## src/rtl/vcap_pkg.sv

```systemverilog
package vcap_pkg;

  typedef enum logic [2:0] {
    REG_CTRL    = 3'd0,
    REG_BASE    = 3'd1,
    REG_LOFF    = 3'd2,
    REG_HSIZE   = 3'd3,
    REG_VSIZE   = 3'd4,
    REG_IEN_SET = 3'd5,
    REG_IEN_CLR = 3'd6,
    REG_IST_CLR = 3'd7
  } regSel_e;

  // strobes handed from control to datapath
  typedef struct packed {
    logic frameStart;
    logic chanOn;
    logic rawMode;
  } ctlStrobe_t;

endpackage

```

## src/rtl/vcap_ctrl.sv

```systemverilog
module vcap_ctrl
  import vcap_pkg::*;
#(
  parameter int ADDR_W = 16,
  parameter int DIM_W  = 8
) (
  input  logic              clk,
  input  logic              rstN,
  input  logic              vsync,
  input  logic              wrEn,
  input  logic [2:0]        wrAddr,
  input  logic [ADDR_W-1:0] wrData,
  output ctlStrobe_t        strobe,
  output logic [ADDR_W-1:0] actBase,
  output logic [ADDR_W-1:0] actLoff,
  output logic [DIM_W-1:0]  actHSize,
  output logic [DIM_W-1:0]  actVSize,
  output logic              chanOn,
  output logic              irqPending,
  output logic              frameIrq
);

  regSel_e sel;
  logic vsyncD;
  logic frameFall;
  logic stgRaw, actRaw;
  logic [ADDR_W-1:0] stgBase, stgLoff;
  logic [DIM_W-1:0]  stgHSize, stgVSize;
  logic irqEn;
  logic statClr;

  assign sel       = regSel_e'(wrAddr);
  assign frameFall = vsyncD & ~vsync;
  assign statClr   = wrEn && (sel == REG_IST_CLR) && wrData[0];

  // staging side and immediate enable
  always_ff @(posedge clk) begin
    if (!rstN) begin
      chanOn   <= 1'b0;
      stgRaw   <= 1'b0;
      stgBase  <= '0;
      stgLoff  <= '0;
      stgHSize <= '0;
      stgVSize <= '0;
      irqEn    <= 1'b0;
    end else if (wrEn) begin
      case (sel)
        REG_CTRL: begin
          chanOn <= wrData[0];
          stgRaw <= wrData[1];
        end
        REG_BASE:    stgBase  <= wrData;
        REG_LOFF:    stgLoff  <= wrData;
        REG_HSIZE:   stgHSize <= wrData[DIM_W-1:0];
        REG_VSIZE:   stgVSize <= wrData[DIM_W-1:0];
        REG_IEN_SET: if (wrData[0]) irqEn <= 1'b1;
        REG_IEN_CLR: if (wrData[0]) irqEn <= 1'b0;
        default: ;
      endcase
    end
  end

  // commit at frame boundary
  always_ff @(posedge clk) begin
    if (!rstN) begin
      vsyncD   <= 1'b0;
      actRaw   <= 1'b0;
      actBase  <= '0;
      actLoff  <= '0;
      actHSize <= '0;
      actVSize <= '0;
    end else begin
      vsyncD <= vsync;
      if (frameFall) begin
        actRaw   <= stgRaw;
        actBase  <= stgBase;
        actLoff  <= stgLoff;
        actHSize <= stgHSize;
        actVSize <= stgVSize;
      end
    end
  end

  // sticky frame interrupt; a new frame wins over a clear
  always_ff @(posedge clk) begin
    if (!rstN) begin
      irqPending <= 1'b0;
    end else if (frameFall && chanOn) begin
      irqPending <= 1'b1;
    end else if (statClr) begin
      irqPending <= 1'b0;
    end
  end

  assign frameIrq          = irqPending & irqEn;
  assign strobe.frameStart = frameFall;
  assign strobe.chanOn     = chanOn;
  assign strobe.rawMode    = actRaw;

endmodule

```

## src/rtl/vcap_datapath.sv

```systemverilog
module vcap_datapath
  import vcap_pkg::*;
#(
  parameter int ADDR_W = 16,
  parameter int DIM_W  = 8
) (
  input  logic              clk,
  input  logic              rstN,
  input  logic              hValid,
  input  logic              vValid,
  input  ctlStrobe_t        strobe,
  input  logic [ADDR_W-1:0] actBase,
  input  logic [ADDR_W-1:0] actLoff,
  input  logic [DIM_W-1:0]  actHSize,
  input  logic [DIM_W-1:0]  actVSize,
  output logic              pixWrite,
  output logic [ADDR_W-1:0] pixAddr,
  output logic [DIM_W-1:0]  measWidth,
  output logic [DIM_W-1:0]  measHeight,
  output logic              widthMismatch
);

  logic pixel, pixelD, lineEnd, inWindow, accept;
  logic [DIM_W-1:0] colCnt, lineCnt, firstWidth;
  logic mismatchCur;
  logic [ADDR_W-1:0] lineBase, nextAddr;

  assign pixel    = hValid & vValid;
  assign lineEnd  = pixelD & ~pixel & (colCnt != '0);
  assign inWindow = (colCnt < actHSize) && (lineCnt < actVSize);
  assign accept   = strobe.rawMode | inWindow;
  assign lineBase = actBase + ADDR_W'(lineCnt) * actLoff;
  assign nextAddr = lineBase + ADDR_W'(colCnt);

  // pixel and line position counters
  always_ff @(posedge clk) begin
    if (!rstN) begin
      pixelD      <= 1'b0;
      colCnt      <= '0;
      lineCnt     <= '0;
      firstWidth  <= '0;
      mismatchCur <= 1'b0;
    end else begin
      pixelD <= pixel;
      if (strobe.frameStart) begin
        colCnt      <= '0;
        lineCnt     <= '0;
        firstWidth  <= '0;
        mismatchCur <= 1'b0;
      end else if (pixel) begin
        colCnt <= colCnt + 1'b1;
      end else if (lineEnd) begin
        colCnt  <= '0;
        lineCnt <= lineCnt + 1'b1;
        if (lineCnt == '0) begin
          firstWidth <= colCnt;
        end else if (colCnt != firstWidth) begin
          mismatchCur <= 1'b1;
        end
      end
    end
  end

  // frame-level measurement latch
  always_ff @(posedge clk) begin
    if (!rstN) begin
      measWidth     <= '0;
      measHeight    <= '0;
      widthMismatch <= 1'b0;
    end else if (strobe.frameStart) begin
      measWidth     <= firstWidth;
      measHeight    <= lineCnt;
      widthMismatch <= mismatchCur;
    end
  end

  // storage write request
  always_ff @(posedge clk) begin
    if (!rstN) begin
      pixWrite <= 1'b0;
      pixAddr  <= '0;
    end else begin
      pixWrite <= strobe.chanOn & pixel & accept & ~strobe.frameStart;
      if (strobe.chanOn && pixel && accept) begin
        pixAddr <= nextAddr;
      end
    end
  end

endmodule

```

## src/rtl/vcap_frame_ctrl.sv

```systemverilog
module vcap_frame_ctrl
  import vcap_pkg::*;
#(
  parameter int ADDR_W = 16,
  parameter int DIM_W  = 8
) (
  input  logic              clk,
  input  logic              rstN,
  input  logic              vsync,
  input  logic              hValid,
  input  logic              vValid,
  input  logic              wrEn,
  input  logic [2:0]        wrAddr,
  input  logic [ADDR_W-1:0] wrData,
  output logic              chanOn,
  output logic              pixWrite,
  output logic [ADDR_W-1:0] pixAddr,
  output logic              frameIrq,
  output logic              irqPending,
  output logic [DIM_W-1:0]  measWidth,
  output logic [DIM_W-1:0]  measHeight,
  output logic              widthMismatch
);

  ctlStrobe_t        strobe;
  logic [ADDR_W-1:0] actBase, actLoff;
  logic [DIM_W-1:0]  actHSize, actVSize;

  vcap_ctrl #(.ADDR_W(ADDR_W), .DIM_W(DIM_W)) uCtrl (
    .clk(clk), .rstN(rstN), .vsync(vsync),
    .wrEn(wrEn), .wrAddr(wrAddr), .wrData(wrData),
    .strobe(strobe), .actBase(actBase), .actLoff(actLoff),
    .actHSize(actHSize), .actVSize(actVSize),
    .chanOn(chanOn), .irqPending(irqPending), .frameIrq(frameIrq)
  );

  vcap_datapath #(.ADDR_W(ADDR_W), .DIM_W(DIM_W)) uData (
    .clk(clk), .rstN(rstN), .hValid(hValid), .vValid(vValid),
    .strobe(strobe), .actBase(actBase), .actLoff(actLoff),
    .actHSize(actHSize), .actVSize(actVSize),
    .pixWrite(pixWrite), .pixAddr(pixAddr),
    .measWidth(measWidth), .measHeight(measHeight),
    .widthMismatch(widthMismatch)
  );

endmodule

```

## config.mk

```make
export PLATFORM = sky130hd
export DESIGN_NAME = vcap_frame_ctrl
export DESIGN_NICKNAME = d
export VERILOG_FILES = /design/src/rtl/vcap_pkg.sv /design/src/rtl/vcap_ctrl.sv /design/src/rtl/vcap_datapath.sv /design/src/rtl/vcap_frame_ctrl.sv
export SDC_FILE = /design/constraint.sdc
export NUM_CORES = 1
export LEC_CHECK = 0
export ABC_CLOCK_PERIOD_IN_PS = 6400
export BUFFER_PORTS_ARGS = -buffer_cell sky130_fd_sc_hd__buf_4
export CORE_ASPECT_RATIO = 0.5
export CORE_MARGIN = 2
export CORE_UTILIZATION = 50
export DETAILED_ROUTE_END_ITERATION = 10
export HOLD_SLACK_MARGIN = 0.1
export PLACE_DENSITY = 0.68
export SLEW_MARGIN = 5
export SYNTH_ARGS = -nofsm -noshare
export SYNTH_HDL_FRONTEND = slang
export SYNTH_SLANG_ARGS = --single-unit
```

## constraint.sdc

```tcl
create_clock -name clk -period 6.4 [get_ports clk]
set_clock_uncertainty 0.15 [all_clocks]
set_input_delay 0.64 -clock clk [delete_from_list [all_inputs] [get_ports clk]]
set_output_delay 0.64 -clock clk [all_outputs]
set_load 0.1 [all_outputs]
```

======== Word level (Yosys, flattened, before mapping) ========
Index checks and enable logic that the tools add are counted.
storage, ports and cells
  bits in registers ....................... 162
  latch bits .............................. 0
  RAM bits ................................ 0
  ROM bits ................................ 0
  input bits .............................. 25
  output and inout port bits .............. 37
  word-level logic and storage cells ...... 84
  memories ................................ 0
operators by class
  $add $sub $neg .......................... 4
  multiply operators ...................... 1
  div/mod/pow operators ................... 0
  $lt $le $gt $ge ......................... 2
  equal/unequal tests ..................... 10
  shifts and indexed selects .............. 0
  mux-type cells .......................... 7
  bitwise operators ....................... 14
  reduce and logical (&&, ||, !) cells .... 22
operators by type and width
  cell                 number
  $add 16x16->16       1
  $add 16x8->16        1
  $add 8x1->8 const B  2
  $lt 8x8->1           2
  $mul 8x16->16        1
  $mux 8               2
  $eq 3x3->1 const B   4
  $reduce_and 2->1     6
  $and 1x1->1          8
  $logic_not 8->1      1
  $ne 8x8->1           1
  $reduce_and 4->1     2
  $reduce_bool 8->1    1
  $eq 3x2->1 const B   2
  $logic_and 1x1->1    6
  $reduce_bool 2->1    3
  $not 1->1            5
  $mux 1               4
  $ne 2x2->1 const B   2
  $eq 3x1->1 const B   1
  $logic_not 3->1      1
  $reduce_and 3->1     1
  $pmux 1 s2           1
  $reduce_or 2->1      1
  $or 1x1->1           1

======== Depth between registers and ports, before layout ========
  word-level depth ........................ 6
  depth in mapped cells ................... 21
  mapped depth without buffers ............ 19

======== Modules after synthesis ========
From an unflattened synthesis, not the netlist that was laid out.
second synthesis, totals
  cell total of the unflattened synthesis .. 1151
  area total of the unflattened synthesis .. 10297.4 µm²
by module, submodules not included
  module         instances  cells an instance  area each (µm²)  seq. area each (µm²)
  vcap_datapath  1          700                6294.8           1201.2
  vcap_ctrl      1          451                4002.6           2042.0

======== Worst setup path before layout ========
No wires, ideal clock.
  path type ............................... reg2reg
  from .................................... register uData.lineCnt[1]
  to ...................................... register uData.pixAddr[15]
  library setup time ...................... 70 ps
  arrival time ............................ 5431 ps
  required time ........................... 6180 ps
  path slack .............................. 749 ps
  stages on the path, launching flop included .. 22
  buffers on the path ..................... 2
  period minus slack after synthesis ...... 5651 ps
  path through ............................ dfxtp_1 -> clkbuf_1 -> buf_1 -> nand2_1 -> fa_1 -> inv_1 -> fa_1 -> inv_1 -> fa_1 -> inv_1 -> fa_1 -> inv_1 -> fa_1 -> inv_1 -> ha_1 -> and3_2 -> a221oi_2 -> a211oi_2 -> a2111oi_4 -> or3_1 -> nand3_1 -> a21boi_1
between the ends
  longest elaborated chain between the ends .. 4
  elaborated cells on any way between the ends .. 7
  classes of those cells .................. 2 x add/sub; 1 x mul; 1 x order compare; 1 x bitwise; 2 x reduce/logical
ends and longest elaborated chain
  item                                                   RTL line             text
  from (decl)                                            vcap_datapath.sv:24  logic [DIM_W-1:0] colCnt, lineCnt, firstWidth;
  from (signal assigned)                                 vcap_datapath.sv:54  lineCnt <= lineCnt + 1'b1;
  branches (longest 4 deep; another with $mul 8x16->16)  n/a
  to (signal assigned)                                   vcap_datapath.sv:85  pixAddr <= nextAddr;
  to (decl)                                              vcap_datapath.sv:17  output logic [ADDR_W-1:0] pixAddr,
Several ways; the timed one is not identified.
A chain may end at the register's enable or synchronous reset.

======== Final worst setup path ========
  from .................................... register uData.lineCnt[5]
  to ...................................... register uData.pixAddr[15]
The elaborated chain is that of the path after synthesis.

==> flow_metrics.tcl <==
set metrics [dict create \
    status "complete, no violations" \
    synth_compound_area_share_pct 13.9 \
    num_rows 36 \
    regToRegStartpoint "uData.lineCnt[5]$_SDFFE_PP0P_" \
    critPathMaxStageDelay_ns 0.67 \
    crit_path_cell_trace "nand2_1, fa_1, fa_1, inv_1, fa_1, fa_1, inv_1, fa_1, inv_1, ha_1, o21a_1, nor2_1, a211oi_2, a2111oi_4, or3_1, nand3_1, a21boi_1" \
    syn-cell-area_sq_um 10000 \
    synth-edff-count 0 \
    clk-insertion-delay-late_ns 0.43 \
    synth_top_family_by_area "adder cells" \
    crit_slowest_cell "dfxtp_1" \
    cts_tree "built" \
    crit_path_max_fanout 16 \
    crit_arrival_ns 5.74 \
    critPathBufInv 3 \
    layout-drive-gt1-share_pct 9.63 \
    ios 62 \
    yosys.area_share.adder_pct 22.6 \
    via_count 7663 \
    yosysWarnings 0 \
    cap_violations 0 \
    syn_inst 1161 \
    grt_pass1_wl_mm 39.9 \
    finalSetupViolCount 0 \
    hold_violations 0 \
    grt_use_total_pct 24.0 \
    power_density_nw_per_um2 192 \
    rsz0062_at_grt "no" \
    start_util_pct 51.3 \
    place.gp.congestion 0.832 \
    setup_tns_ns 0 \
    tightest_slew_ns 0.984 \
    synth_cell_type_count 51 \
    fill_cells 1771 \
    post_cts_buffers 0 \
    synth_xor_area_share_pct 3.76 \
    crit_family "adder cells" \
    netlist.area_leader.share_pct 32.3 \
    grt_pass1_vias 7604 \
    leakagePower_uw 0.00477 \
    slew_viol_final 0 \
    synthArstFlopShare_pct 0 \
    root_buffer "clkbuf_16" \
    cpMostUsedCell "fa_1" \
    synth_simple_gate_area_share_pct 20.5 \
    cts_resized 0 \
    grt_antenna_before_repair 0 \
    cts_sinks 162 \
    postSynthAreaPerCell_sq_um 8.65 \
    coreArea_sq_um 19600 \
    die-area_sq_um 21300 \
    ys_ff_latch 162 \
    num_antenna_cells 0 \
    worst-setup-path-type "flip-flop to flip-flop" \
    power.total_uw 2170 \
    finalCritPeriodShare_pct 86.9 \
    min_from "vsync" \
    clk_pin_slew_ns 0.07 \
    h-tree-depth 4 \
    post-route-min-period_ns 5.56 \
    yosys_most_used_dff "dfxtp_1" \
    synthMuxAreaShare_pct 0.997 \
    grt_max_degree 114 \
    clk_path_buf_depth 2 \
    crit_path_start_kind "flip-flop" \
    hold_class "primary input to flip-flop" \
    ir_drop_mv 0.144 \
    grt.overflow.total 0 \
    synth_top_area_cell "dfxtp_1" \
    drtIter0Drc 549 \
    fmax_ghz 0.180 \
    fin_nets 1350 \
    wl_mm 24.2 \
    synthesis.nets 1320 \
    end_kind "flip-flop" \
    ant_nets 0 \
    hpwlAfterDp_mm 17.4 \
    cts_buffers 17 \
    cp.required_ns 6.57 \
    firstDrtPassIters 5 \
    die_x_um 204 \
    vias_per_cell 5.21 \
    portBuffers 61 \
    area_delta_synth_final_pct 12.3 \
    fp.dieH_um 104 \
    cts_hold_buf 0 \
    crit_path_start "uData.lineCnt[5]$_SDFFE_PP0P_" \
    synth.area.top_cells "dfxtp_1 32%, fa_1 16%, nand2_1 11%, a21boi_0 8.9%, ha_1 6.9%" \
    relSlewSlack_pct 34.4 \
    ys_seq_area_share_pct 32.3 \
    wire_per_inst_um 16.4 \
    drc_errors 0 \
]
[registers in the layout, summed over array words and instances, names as in the netlist, 16 cells and up]
register	flops
uCtrl.actBase	16
uCtrl.actLoff	16
uCtrl.stgBase	16
uCtrl.stgLoff	16
uData.pixAddr	16
[metrics by stage]
| stage | utilization, % | cell area (sq um) | std cells | setup WS, ns | hold slack (ns) |
|---|---|---|---|---|---|
| 6_report | 57.5 | 11300 | 1470 | 0.836 | 0.300 |
| 4_1_cts | 57.5 | 11300 | 1470 | 0.825 | 0.281 |
| 3_5_place_dp | 54.5 | 10700 | 1438 | 0.849 | 0.300 |
| 3_3_place_gp | 54.5 | 10700 | 1438 | 0.991 | 0.294 |
| 5_1_grt | 57.5 | 11300 | 1470 | 0.447 | 0.295 |
| 2_1_floorplan | - | 10000 | 1161 | 0.749 | 0.289 |
[cell type report]
class	instances	area, sq um	area share (%)
tap	266	333	2.95
clock inverter	13	148	1.31
inverter	97	364	3.23
sequential	162	3240	28.8
multi-input combinational	842	6210	55.1
clock buffer	19	443	3.93
timing repair buffer	71	533	4.73
[where the power goes]
group | total (uW) | switching [uW] | internal, uW
sequential | 1030 | 7.98 | 1020
clock | 1050 | 453 | 593
combinational | 94.4 | 59.2 | 35.1
total | 2170 | 520 | 1650
[cells in the mapped netlist, types with 2 or more instances]
library cell / n
fa_1: 79
ha_1: 55
o21ai_0: 17
nand4_1: 7
or3_1: 4
dfxtp_1: 162
and3_1: 8
nor3_1: 9
xor2_1: 11
o21a_1: 4
nand3_1: 12
a31oi_1: 3
buf_2: 3
a21boi_0: 119
buf_1: 6
a21o_1: 9
a22oi_1: 3
a21boi_1: 2
nor2_1: 45
or2_2: 3
a21oi_1: 19
nand2_1: 295
nor2b_1: 14
xnor3_1: 2
clkbuf_1: 50
xnor2_1: 27
inv_1: 97
mux2i_1: 10
and2_1: 60
nand2b_1: 5
[cells by family after synthesis]
kind of cell | Yosys count
AO/OA/AOI/OAI | 190
XOR/XNOR | 40
adder cells (fa/ha/maj) | 134
buffers and inverters | 157
flip-flops | 162
multiplexers | 10
AND/OR/NAND/NOR | 468
[routing by layer]
metal	up-vias	share of wire, %	routed length (um)	track usage, %
met5	-	0	0	0
met4	0	1.2	282	6.00
met3	18	6.3	1520	4.92
met2	207	41	9790	34.1
met1	3670	52	12600	36.8
li1	3768	-	-	-
[path summary, 6_finish.rpt]
path                                          to  slack, ns  depth (start not counted)
setup / recovery  uData.pixAddr[15]$_SDFFE_PN0P_       0.84                         17
hold / removal           uCtrl.vsyncD$_SDFF_PN0_       0.30                          2
setup reg to reg  uData.pixAddr[15]$_SDFFE_PN0P_       0.84                         17
hold reg to reg   uData.pixAddr[15]$_SDFFE_PN0P_       0.30                          2
[cell usage in the layout (no fill, tap or decap), types with 9 or more instances in the layout]
cell	count
nand2_1	295
dfxtp_1	162
a21boi_0	119
inv_1	97
fa_1	79
buf_4	71
and2_1	60
ha_1	55
nor2_1	45
xnor2_1	27
a21oi_1	19
o21ai_0	17
clkbuf_16	17
nor2b_1	13
nand3_1	12
xor2_1	11
mux2i_1	10
nor3_1	9
a21o_1	9
(Power assumes the default switching activity.)
